$ cat config.mk
export PLATFORM = sky130hd
export DESIGN_NAME = flatpt_xlate
export DESIGN_NICKNAME = d
export VERILOG_FILES = /design/src/rtl/flatpt_pkg.sv /design/src/rtl/flatpt_regs.sv /design/src/rtl/flatpt_tlb.sv /design/src/rtl/flatpt_walker.sv /design/src/rtl/flatpt_xlate.sv
export SDC_FILE = /design/constraint.sdc
export NUM_CORES = 1
export LEC_CHECK = 0
export BUFFER_PORTS_ARGS = -buffer_cell sky130_fd_sc_hd__buf_2
export CAP_MARGIN = 20
export CORE_ASPECT_RATIO = 0.6
export CORE_MARGIN = 2
export CORE_UTILIZATION = 45
export CTS_BUF_LIST = sky130_fd_sc_hd__clkbuf_4
export DETAILED_ROUTE_END_ITERATION = 7
export SYNTH_ARGS = -nofsm -noshare
export SYNTH_HDL_FRONTEND = slang
export SYNTH_SLANG_ARGS = --single-unit
$ cat constraint.sdc
create_clock -name clk_i -period 4.2 [get_ports clk_i]
set_input_delay 0.21 -clock clk_i [delete_from_list [all_inputs] [get_ports clk_i]]
set_output_delay 0.21 -clock clk_i [all_outputs]
set_load 0.02 [all_outputs]
$ cat src/rtl/flatpt_pkg.sv
package flatpt_pkg;
  localparam int unsigned AW        = 32;
  localparam int unsigned PG_SHIFT  = 12;
  localparam int unsigned VPN_W     = AW - PG_SHIFT;
  localparam int unsigned ENT_VALID = 1;
  localparam int unsigned ENT_NS    = 3;

  localparam logic [2:0] RA_BASE  = 3'd0;
  localparam logic [2:0] RA_SEL   = 3'd1;
  localparam logic [2:0] RA_START = 3'd2;
  localparam logic [2:0] RA_END   = 3'd3;
  localparam logic [2:0] RA_CMD   = 3'd4;
  localparam logic [2:0] RA_DONE  = 3'd5;

  localparam logic [AW-1:0] CMD_RANGE = 32'h1;
  localparam logic [AW-1:0] CMD_ALL   = 32'h2;

  typedef logic [VPN_W-1:0] vpn_t;

  typedef struct packed {
    logic vld;
    vpn_t vpn;
    vpn_t pfn;
    logic ns;
  } tlb_ent_t;

  typedef enum logic [1:0] {W_IDLE, W_ISSUE, W_WAIT} walk_st_e;
endpackage

$ cat src/rtl/flatpt_regs.sv
module flatpt_regs
  import flatpt_pkg::*;
(
  input  logic          clk_i,
  input  logic          rst_ni,
  input  logic          we_i,
  input  logic [2:0]    addr_i,
  input  logic [AW-1:0] wdata_i,
  output logic [AW-1:0] rdata_o,
  output logic [AW-1:0] base_o,
  output logic          flush_all_o,
  output logic          flush_rng_o,
  output vpn_t          rng_lo_o,
  output vpn_t          rng_hi_o,
  output logic          done_o
);
  logic [AW-1:2] base_q;
  logic [1:0]    sel_q;
  vpn_t          lo_q, hi_q;
  logic          done_q;
  logic          cmd_wr, sel_ok;

  assign cmd_wr      = we_i && (addr_i == RA_CMD);
  assign sel_ok      = &sel_q;
  assign flush_all_o = cmd_wr && sel_ok && (wdata_i == CMD_ALL);
  assign flush_rng_o = cmd_wr && sel_ok && (wdata_i == CMD_RANGE);
  assign base_o      = {base_q, 2'b00};
  assign rng_lo_o    = lo_q;
  assign rng_hi_o    = hi_q;
  assign done_o      = done_q;

  always_ff @(posedge clk_i or negedge rst_ni) begin
    if (!rst_ni) begin
      base_q <= '0;
      sel_q  <= '0;
      lo_q   <= '0;
      hi_q   <= '0;
      done_q <= 1'b0;
    end else begin
      if (we_i) begin
        case (addr_i)
          RA_BASE:  base_q <= wdata_i[AW-1:2];
          RA_SEL:   sel_q  <= wdata_i[1:0];
          RA_START: lo_q   <= wdata_i[AW-1:PG_SHIFT];
          RA_END:   hi_q   <= wdata_i[AW-1:PG_SHIFT];
          RA_DONE:  if (wdata_i == '0) done_q <= 1'b0;
          default: ;
        endcase
      end
      // completion reported regardless of select gating
      if (cmd_wr && (wdata_i == CMD_RANGE)) done_q <= 1'b1;
    end
  end

  always_comb begin
    rdata_o = '0;
    case (addr_i)
      RA_BASE:  rdata_o = {base_q, 2'b00};
      RA_SEL:   rdata_o[1:0] = sel_q;
      RA_START: rdata_o = {lo_q, {PG_SHIFT{1'b0}}};
      RA_END:   rdata_o = {hi_q, {PG_SHIFT{1'b0}}};
      RA_DONE:  rdata_o[0] = done_q;
      default: ;
    endcase
  end
endmodule

$ cat src/rtl/flatpt_tlb.sv
module flatpt_tlb
  import flatpt_pkg::*;
#(
  parameter int unsigned ENTRIES = 8
) (
  input  logic clk_i,
  input  logic rst_ni,
  input  vpn_t lkp_vpn_i,
  output logic hit_o,
  output vpn_t hit_pfn_o,
  output logic hit_ns_o,
  input  logic fill_en_i,
  input  vpn_t fill_vpn_i,
  input  vpn_t fill_pfn_i,
  input  logic fill_ns_i,
  input  logic flush_all_i,
  input  logic flush_rng_i,
  input  vpn_t rng_lo_i,
  input  vpn_t rng_hi_i
);
  localparam int unsigned IDX_W = (ENTRIES > 1) ? $clog2(ENTRIES) : 1;

  tlb_ent_t           ent_q [ENTRIES];
  logic [ENTRIES-1:0] hit_vec;
  logic [ENTRIES-1:0] in_rng;
  logic [IDX_W-1:0]   ptr_q;

  for (genvar g = 0; g < ENTRIES; g++) begin : g_ent
    assign hit_vec[g] = ent_q[g].vld && (ent_q[g].vpn == lkp_vpn_i);
    assign in_rng[g]  = (ent_q[g].vpn >= rng_lo_i) && (ent_q[g].vpn <= rng_hi_i);

    always_ff @(posedge clk_i or negedge rst_ni) begin
      if (!rst_ni) begin
        ent_q[g] <= '0;
      end else if (flush_all_i || (flush_rng_i && in_rng[g])) begin
        ent_q[g].vld <= 1'b0;
      end else if (fill_en_i && (ptr_q == IDX_W'(g))) begin
        ent_q[g] <= '{vld: 1'b1, vpn: fill_vpn_i, pfn: fill_pfn_i, ns: fill_ns_i};
      end
    end
  end

  assign hit_o = |hit_vec;

  always_comb begin
    hit_pfn_o = '0;
    hit_ns_o  = 1'b0;
    for (int i = 0; i < ENTRIES; i++) begin
      if (hit_vec[i]) begin
        hit_pfn_o = hit_pfn_o | ent_q[i].pfn;
        hit_ns_o  = hit_ns_o | ent_q[i].ns;
      end
    end
  end

  always_ff @(posedge clk_i or negedge rst_ni) begin
    if (!rst_ni) ptr_q <= '0;
    else if (fill_en_i) ptr_q <= (ptr_q == IDX_W'(ENTRIES - 1)) ? '0 : ptr_q + 1'b1;
  end
endmodule

$ cat src/rtl/flatpt_walker.sv
module flatpt_walker
  import flatpt_pkg::*;
(
  input  logic          clk_i,
  input  logic          rst_ni,
  input  logic          req_valid_i,
  output logic          req_ready_o,
  input  logic [AW-1:0] req_va_i,
  input  logic          hit_i,
  input  vpn_t          hit_pfn_i,
  input  logic          hit_ns_i,
  input  logic [AW-1:0] base_i,
  input  logic          inv_i,
  output logic          mem_req_o,
  output logic [AW-1:0] mem_addr_o,
  input  logic          mem_rvalid_i,
  input  logic [AW-1:0] mem_rdata_i,
  output logic          fill_en_o,
  output vpn_t          fill_vpn_o,
  output vpn_t          fill_pfn_o,
  output logic          fill_ns_o,
  output logic          rsp_valid_o,
  output logic [AW-1:0] rsp_pa_o,
  output logic          rsp_fault_o,
  output logic          rsp_ns_o
);
  walk_st_e      st_q;
  logic [AW-1:0] va_q;
  logic          drop_q, ent_ok, accept;
  logic          unused_rdata;

  assign req_ready_o = (st_q == W_IDLE);
  assign accept      = req_valid_i && req_ready_o;
  assign ent_ok      = mem_rdata_i[ENT_VALID];
  assign mem_req_o   = (st_q == W_ISSUE);
  assign mem_addr_o  = base_i + AW'({va_q[AW-1:PG_SHIFT], 2'b00});
  // invalidation seen during the walk (or at its last cycle) blocks the fill
  assign fill_en_o   = (st_q == W_WAIT) && mem_rvalid_i && ent_ok && !drop_q && !inv_i;
  assign fill_vpn_o  = va_q[AW-1:PG_SHIFT];
  assign fill_pfn_o  = mem_rdata_i[AW-1:PG_SHIFT];
  assign fill_ns_o   = mem_rdata_i[ENT_NS];
  assign unused_rdata = ^{mem_rdata_i[PG_SHIFT-1:ENT_NS+1],
                          mem_rdata_i[ENT_NS-1:ENT_VALID+1],
                          mem_rdata_i[ENT_VALID-1:0]};

  always_ff @(posedge clk_i or negedge rst_ni) begin
    if (!rst_ni) begin
      st_q        <= W_IDLE;
      va_q        <= '0;
      drop_q      <= 1'b0;
      rsp_valid_o <= 1'b0;
      rsp_pa_o    <= '0;
      rsp_fault_o <= 1'b0;
      rsp_ns_o    <= 1'b0;
    end else begin
      rsp_valid_o <= 1'b0;
      case (st_q)
        W_IDLE: begin
          if (accept) begin
            if (hit_i) begin
              rsp_valid_o <= 1'b1;
              rsp_pa_o    <= {hit_pfn_i, req_va_i[PG_SHIFT-1:0]};
              rsp_fault_o <= 1'b0;
              rsp_ns_o    <= hit_ns_i;
            end else begin
              va_q   <= req_va_i;
              drop_q <= 1'b0;
              st_q   <= W_ISSUE;
            end
          end
        end
        W_ISSUE: begin
          drop_q <= drop_q | inv_i;
          st_q   <= W_WAIT;
        end
        W_WAIT: begin
          drop_q <= drop_q | inv_i;
          if (mem_rvalid_i) begin
            st_q        <= W_IDLE;
            rsp_valid_o <= 1'b1;
            rsp_fault_o <= !ent_ok;
            rsp_ns_o    <= ent_ok & mem_rdata_i[ENT_NS];
            rsp_pa_o    <= ent_ok ? {mem_rdata_i[AW-1:PG_SHIFT], va_q[PG_SHIFT-1:0]} : '0;
          end
        end
        default: st_q <= W_IDLE;
      endcase
    end
  end
endmodule

$ cat src/rtl/flatpt_xlate.sv
module flatpt_xlate
  import flatpt_pkg::*;
#(
  parameter int unsigned TLB_ENTRIES = 8
) (
  input  logic        clk_i,
  input  logic        rst_ni,
  input  logic        req_valid_i,
  output logic        req_ready_o,
  input  logic [31:0] req_va_i,
  output logic        rsp_valid_o,
  output logic [31:0] rsp_pa_o,
  output logic        rsp_fault_o,
  output logic        rsp_ns_o,
  output logic        mem_req_o,
  output logic [31:0] mem_addr_o,
  input  logic        mem_rvalid_i,
  input  logic [31:0] mem_rdata_i,
  input  logic        reg_we_i,
  input  logic [2:0]  reg_addr_i,
  input  logic [31:0] reg_wdata_i,
  output logic [31:0] reg_rdata_o
);
  logic [AW-1:0] base;
  logic          flush_all, flush_rng, done;
  vpn_t          rng_lo, rng_hi;
  logic          tlb_hit, hit_ns;
  vpn_t          hit_pfn;
  logic          fill_en, fill_ns;
  vpn_t          fill_vpn, fill_pfn;

  flatpt_regs u_regs (
    .clk_i       (clk_i),
    .rst_ni      (rst_ni),
    .we_i        (reg_we_i),
    .addr_i      (reg_addr_i),
    .wdata_i     (reg_wdata_i),
    .rdata_o     (reg_rdata_o),
    .base_o      (base),
    .flush_all_o (flush_all),
    .flush_rng_o (flush_rng),
    .rng_lo_o    (rng_lo),
    .rng_hi_o    (rng_hi),
    .done_o      (done)
  );

  flatpt_tlb #(.ENTRIES(TLB_ENTRIES)) u_tlb (
    .clk_i       (clk_i),
    .rst_ni      (rst_ni),
    .lkp_vpn_i   (req_va_i[AW-1:PG_SHIFT]),
    .hit_o       (tlb_hit),
    .hit_pfn_o   (hit_pfn),
    .hit_ns_o    (hit_ns),
    .fill_en_i   (fill_en),
    .fill_vpn_i  (fill_vpn),
    .fill_pfn_i  (fill_pfn),
    .fill_ns_i   (fill_ns),
    .flush_all_i (flush_all),
    .flush_rng_i (flush_rng),
    .rng_lo_i    (rng_lo),
    .rng_hi_i    (rng_hi)
  );

  flatpt_walker u_walk (
    .clk_i        (clk_i),
    .rst_ni       (rst_ni),
    .req_valid_i  (req_valid_i),
    .req_ready_o  (req_ready_o),
    .req_va_i     (req_va_i),
    .hit_i        (tlb_hit),
    .hit_pfn_i    (hit_pfn),
    .hit_ns_i     (hit_ns),
    .base_i       (base),
    .inv_i        (flush_all | flush_rng),
    .mem_req_o    (mem_req_o),
    .mem_addr_o   (mem_addr_o),
    .mem_rvalid_i (mem_rvalid_i),
    .mem_rdata_i  (mem_rdata_i),
    .fill_en_o    (fill_en),
    .fill_vpn_o   (fill_vpn),
    .fill_pfn_o   (fill_pfn),
    .fill_ns_o    (fill_ns),
    .rsp_valid_o  (rsp_valid_o),
    .rsp_pa_o     (rsp_pa_o),
    .rsp_fault_o  (rsp_fault_o),
    .rsp_ns_o     (rsp_ns_o)
  );
endmodule

Yosys cells after proc, flatten, opt, wreduce, memory -nomap -nowiden
Cells that the tools add are included.
Operators by class
  bitwise operators: 26
  add/sub/neg operators: 2
  $lt $le $gt $ge: 16
  multiply operators: 0
  eq/ne operators: 28
  reduce and logical (&&, ||, !) cells: 90
  shifts and indexed selects: 0
  multiplexer cells: 64
  div/mod/pow operators: 0
Operators by type and width (count)
  $mux W42: 8
  $eq A20 B20 Y1: 8
  $ge A20 B20 Y1: 8
  $le A20 B20 Y1: 8
  $mux W20: 8
  $or A20 B20 Y20: 7
  $mux W32: 4
  $pmux W30 S3: 1
  $pmux W32 S2: 1
  $logic_and A1 B1 Y1: 42
  $add A32 B22 Y32: 1
  $eq A32 B1 Y1 const B: 1
  $eq A32 B2 Y1 const B: 1
  $logic_not A32 Y1: 1
  $mux W1: 32
  $reduce_and A2 Y1: 13
  $reduce_bool A2 Y1: 13
  $eq A3 B3 Y1 const B: 6
  $eq A3 B2 Y1 const B: 4
  $reduce_and A3 Y1: 4
  $pmux W1 S2: 5
  $not A1 Y1: 9
  $or A1 B1 Y1: 9
  $logic_or A1 B1 Y1: 8
  other kinds (15): 24
Storage, ports and cells
  memories kept: 0
  bits in latches: 0
  output and inout port bits: 101
  register bits after elaboration: 482
  memory bits (writable): 0
  input bits: 104
  bits in read-only memories: 0

Logic depth before layout (Yosys ltp)
  depth after elaboration: 20
  mapped depth: 12

By module
Synthesis repeated with hierarchy kept, for this count alone.
Second synthesis, totals
  cell total of the unflattened synthesis: 2740
  area, all modules: 30993.5 um^2
By module, submodules not included
  flatpt_tlb: times used 1, cells each 1949, sequential area each 8483.1 um^2, area each 22795.6 um^2
  flatpt_walker: times used 1, cells each 520, sequential area each 1751.7 um^2, area each 4727.0 um^2
  flatpt_regs: times used 1, cells each 270, sequential area each 1826.8 um^2, area each 3464.6 um^2
  flatpt_xlate: times used 1, cells each 1, sequential area each 0.0 um^2, area each 6.3 um^2

Least setup slack after synthesis
OpenSTA, ideal clock, no wires.
  path type: flip-flop to output port
  start point: register u_walk.va_q[14]
  end point: output port mem_addr_o[30]
  cell stages (with the launch flop): 11
  path slack: 1206 ps
  arrival: 2784 ps
  path through: dfrtp_1 > ha_1 > nor2b_1 > o31a_1 > o211ai_1 > nand2_1 > a221oi_1 > o2111ai_1 > a21oi_1 > nor3b_1 > xor2_1
Between the ends
  word-level cells in the longest chain between the ends: 1
RTL lines
  start, declared: line flatpt_walker.sv:28  | logic [AW-1:0] va_q;
  start signal, assigned: line flatpt_walker.sv:66  | va_q <= req_va_i;
  $add A32 B22 Y32: line flatpt_walker.sv:36  | assign mem_addr_o = base_i + AW'({va_q[AW-1:PG_SHIFT], 2'b00});
  end, declared: line flatpt_xlate.sv:16  | output logic [31:0] mem_addr_o,
Every way passes these cells.

Worst setup path after layout
  start point: register u_tlb.ent_q[78] (netlist name)
  end point: register u_walk.st_q[0]
Between the ends
  word-level cells in the longest chain between the ends: 5
RTL lines
  start, declared: line flatpt_tlb.sv:23  | tlb_ent_t ent_q [ENTRIES];
  start signal, assigned by index: line flatpt_tlb.sv:38  | ent_q[g] <= '{vld: 1'b1, vpn: fill_vpn_i, pfn: fill_pfn_i, ns: fill_ns_i};
  $eq A20 B20 Y1: line flatpt_tlb.sv:29  | assign hit_vec[g] = ent_q[g].vld && (ent_q[g].vpn == lkp_vpn_i);
  $logic_and A1 B1 Y1: line flatpt_tlb.sv:29
  $reduce_or A8 Y1: line flatpt_tlb.sv:43  | assign hit_o = |hit_vec;
  $ne A2 B2 Y1 (no source line)
  $reduce_and A3 Y1 (no source line)
  end signal, assigned: line flatpt_walker.sv:48  | st_q <= W_IDLE;
  end signal, assigned: line flatpt_walker.sv:68  | st_q <= W_ISSUE;
  end signal, assigned: line flatpt_walker.sv:74  | st_q <= W_WAIT;
  end, declared: line flatpt_walker.sv:27  | walk_st_e st_q;
Every way passes these cells.
A chain may end at the register's enable or synchronous reset.

==> results by group <==
Outcome
  • Status: finished, final reports clean

Route
  • WL final: 123 mm
  • Via count: 27,500
  • 1st-iter DRT viols: 3,286
  • Post-route DRC: 0
  • Routed vias/inst: 6.32
  • Post-route ant nets: 0
  • DR WL/cell: 28.3 µm
  • First-pass iteration count of the detailed router: 6

Critical path
  • R2R cell count: 10
  • Data required, critical path: 5.15 ns
  • WP data arrival: 5.05 ns
  • Max incr delay on CP: 0.86 ns
  • Crit end category: flip-flop
  • CP cell instances: xor2_1 -> nor4_1 -> and3_1 -> nand4_1 -> o2111ai_2 -> nor2_1 -> a31oi_1 -> dlygate4sd3_1 -> a21oi_1 -> dlygate4sd3_1
  • WS Path Type: reg -> reg
  • Worst-path fanout max: 4
  • Startpoint types: flip-flop
  • Most common cell on crit path: dlygate4sd3_1
  • Critical path's slowest cell: xor2_1

Synth
  • Top cell type's share of synthesized area: 0.386
  • Synth area leader: dfrtp_1
  • Synth top area cells: dfrtp_1 (39%), mux2_2 (15%), ha_1 (14%)
  • Area of the mapped netlist: 0.0313 mm²
  • Ys flop type: dfrtp_1
  • Synth async-reset ratio: 1.00
  • Synth Register Bits: 482
  • Yosys cell types: 70
  • Register area share after synthesis: 0.386
  • Yosys warnings: 0
  • Post-synth EDFFs: 0
  • Mapped Cells: 2,918
  • Mean Syn Cell Area: 10.7 µm²

STA
  • Layout Skew: 0.0633 ns
  • Worst slew pin tran: 1.12 ns
  • Max-slew headroom: 0.256
  • Period utilisation layout: 0.978
  • Final Setup Violations: 0
  • Setup tns final: 0 ns
  • FMAX: 243 MHz
  • Endpoints failing hold: 0
  • Final slew viol count: 0
  • Fin crit period: 4.11 ns

Layout
  • Most frequent cells in the layout: dfrtp_1 (472), mux2_2 (418), ha_1 (342)
  • Fraction of layout cells with a size suffix above 1: 0.282
  • Area Overhead vs Synth: 19.2%
  • Final Instance Area: 0.0373 mm²
  • Core Util, Final: 0.545
  • Commonest non-fill, non-tap cell in the layout: dfrtp_1
  • Nets@finish: 3,797

Job
  • Max-cap violation count: 0

Global route
  • Vias in the first global route: 26,500
  • First-pass GRT wire length: 178 mm
  • Initial antenna violation count: 5
  • Total track usage: 0.339
  • Global route overflow: 0
  • Largest net degree at the start of global routing: 105

Power and ir drop
  • Worst IR drop on VDD: 0.329 mV
  • Pwr per Cell Area: 618 mW/mm²
  • Lkg Pwr: 18.1 nW

Floorplan
  • # rows: 74
  • # IOs: 205
  • Starting Density: 0.457
  • Core ar.: 0.0684 mm²
  • Die height: 208 µm
  • Die ar.: 0.0717 mm²
  • Die Span X: 344 µm

CTS
  • Root Buffer: clkbuf_4
  • CTS buffer count: 130
  • Clk slew on worst S/H paths: 0.07 ns
  • CTS tree: yes
  • Sink Count: 482
  • Clock Path Buffers: 3
  • CTS H-tree lvls: 4
  • Worst skew pair latency: 1.06 ns

Placed design
  • Routability cong.: 0.998
  • Placed cell areas: 0.0335 mm²
  • Port bufs: 192
  • Final HPWL DP: 87.6 mm

Worst hold path
  • Worst min-delay path class: in -> reg
  • Hold Crit Depth: 3
## synth_stat cells, drive strengths merged (27+ instances only)
library cell,number
o21ai,137
clkbuf,90
ha,349
o22ai,85
nand2,123
nor3,32
xor2,122
nand2b,27
nor4,65
mux2,441
dfrtp,482
inv,77
nand4,256
buf,77
a21o,113
nor2,80
a21oi,100
xnor2,64
## report_power, final
part,switching [mW],internal (mW),leakage [nW],total [mW]
registers,1.63,5.97,6.30,7.61
clock network,2.18,2.42,0.975,4.61
logic,6.51,4.32,10.9,10.8
## repair_timing
action | in CTS | in global routing
setup endpoints to repair | 11 | 11
setup buffers | 9 | 2
resized for setup | 26 | 17
hold buffers | 177 | 0
pin swaps | 8 | 7
endpoints found under the hold margin | 805 | 0
## worst paths after layout
check / start / to / slack [ns]
setup / recovery: u_tlb.ent_q[78]$_DFFE_PN0P_ / u_walk.st_q[0]$_DFFE_PN0P_ / 0.09
hold / removal: mem_rdata_i[20] / u_tlb.ent_q[261]$_DFFE_PN0P_ / 0.07
setup reg to reg: u_tlb.ent_q[78]$_DFFE_PN0P_ / u_walk.st_q[0]$_DFFE_PN0P_ / 0.09
hold reg to reg: u_walk.rsp_pa_o[16]$_DFFE_PN0P_ / u_walk.rsp_pa_o[16]$_DFFE_PN0P_ / 0.48
max in group asynchronous: rst_ni / u_walk.rsp_pa_o[0]$_DFFE_PN0P_ / 3.14
min in group asynchronous: rst_ni / u_regs.base_q[25]$_DFFE_PN0P_ / 0.43
## critical path: cells and delay by family, from the launching register on
family          cells  cell delay [ns]
buf+inv             2             1.14
xor+xnor            1             0.86
flops               1             0.44
compound gates      3             0.60
simple gates        4             0.98
## area by class of cell
cell class,count,area (µm²)
multi-input combinational,2193,18500
fill,5964,31100
inverter,77,289
clock inverter,36,363
timing repair buffer,459,3590
sequential,482,12100
tap,912,1140
clock buffer,176,1320
antenna,7,17.5
## metal layers
layer | routed length (µm) | global-route usage
met4 | 2230 | 0.0822
met1 | 57600 | 0.522
met2 | 45900 | 0.421
met3 | 17300 | 0.149
met5 | 0 | 0
## per-stage QoR
| stage | std cells | hold WS, ns | setup slack [ns] | total power, mW |
|---|---|---|---|---|
| after CTS | 4333 | 0.0000872 | 0.00153 | 22.5 |
| after detailed placement | 3935 | 0.285 | 0.490 | 17.4 |
| after global placement | 3935 | 0.272 | 0.532 | 17.0 |
| after global routing | 4341 | 0.0738 | -0.0269 | 24.2 |
| final | 4342 | 0.0744 | 0.0922 | 23.0 |
| after floorplan | 2919 | -0.0856 | 1.21 | 13.3 |
## sequential cells by signal, indices dropped and copies added (netlist names), 3 cells and up
signal           cells
u_tlb.ent_q        336
u_walk.rsp_pa_o     32
u_walk.va_q         32
u_regs.base_q       30
u_regs.rng_hi_o     20
u_regs.rng_lo_o     20
u_tlb.ptr_q          3
## cell families after synthesis
kind of cell	count (synthesis)	synth area share
and+or+nand+nor	690	0.123
AOI/OAI and AO/OA	523	0.106
DFF	482	0.386
muxes	442	0.159
adders and majority gates	350	0.140
buffers and inverters	244	0.0340
xor gates and xnor gates	186	0.0521
other	1	0.000120
(Power assumes the default switching activity.)
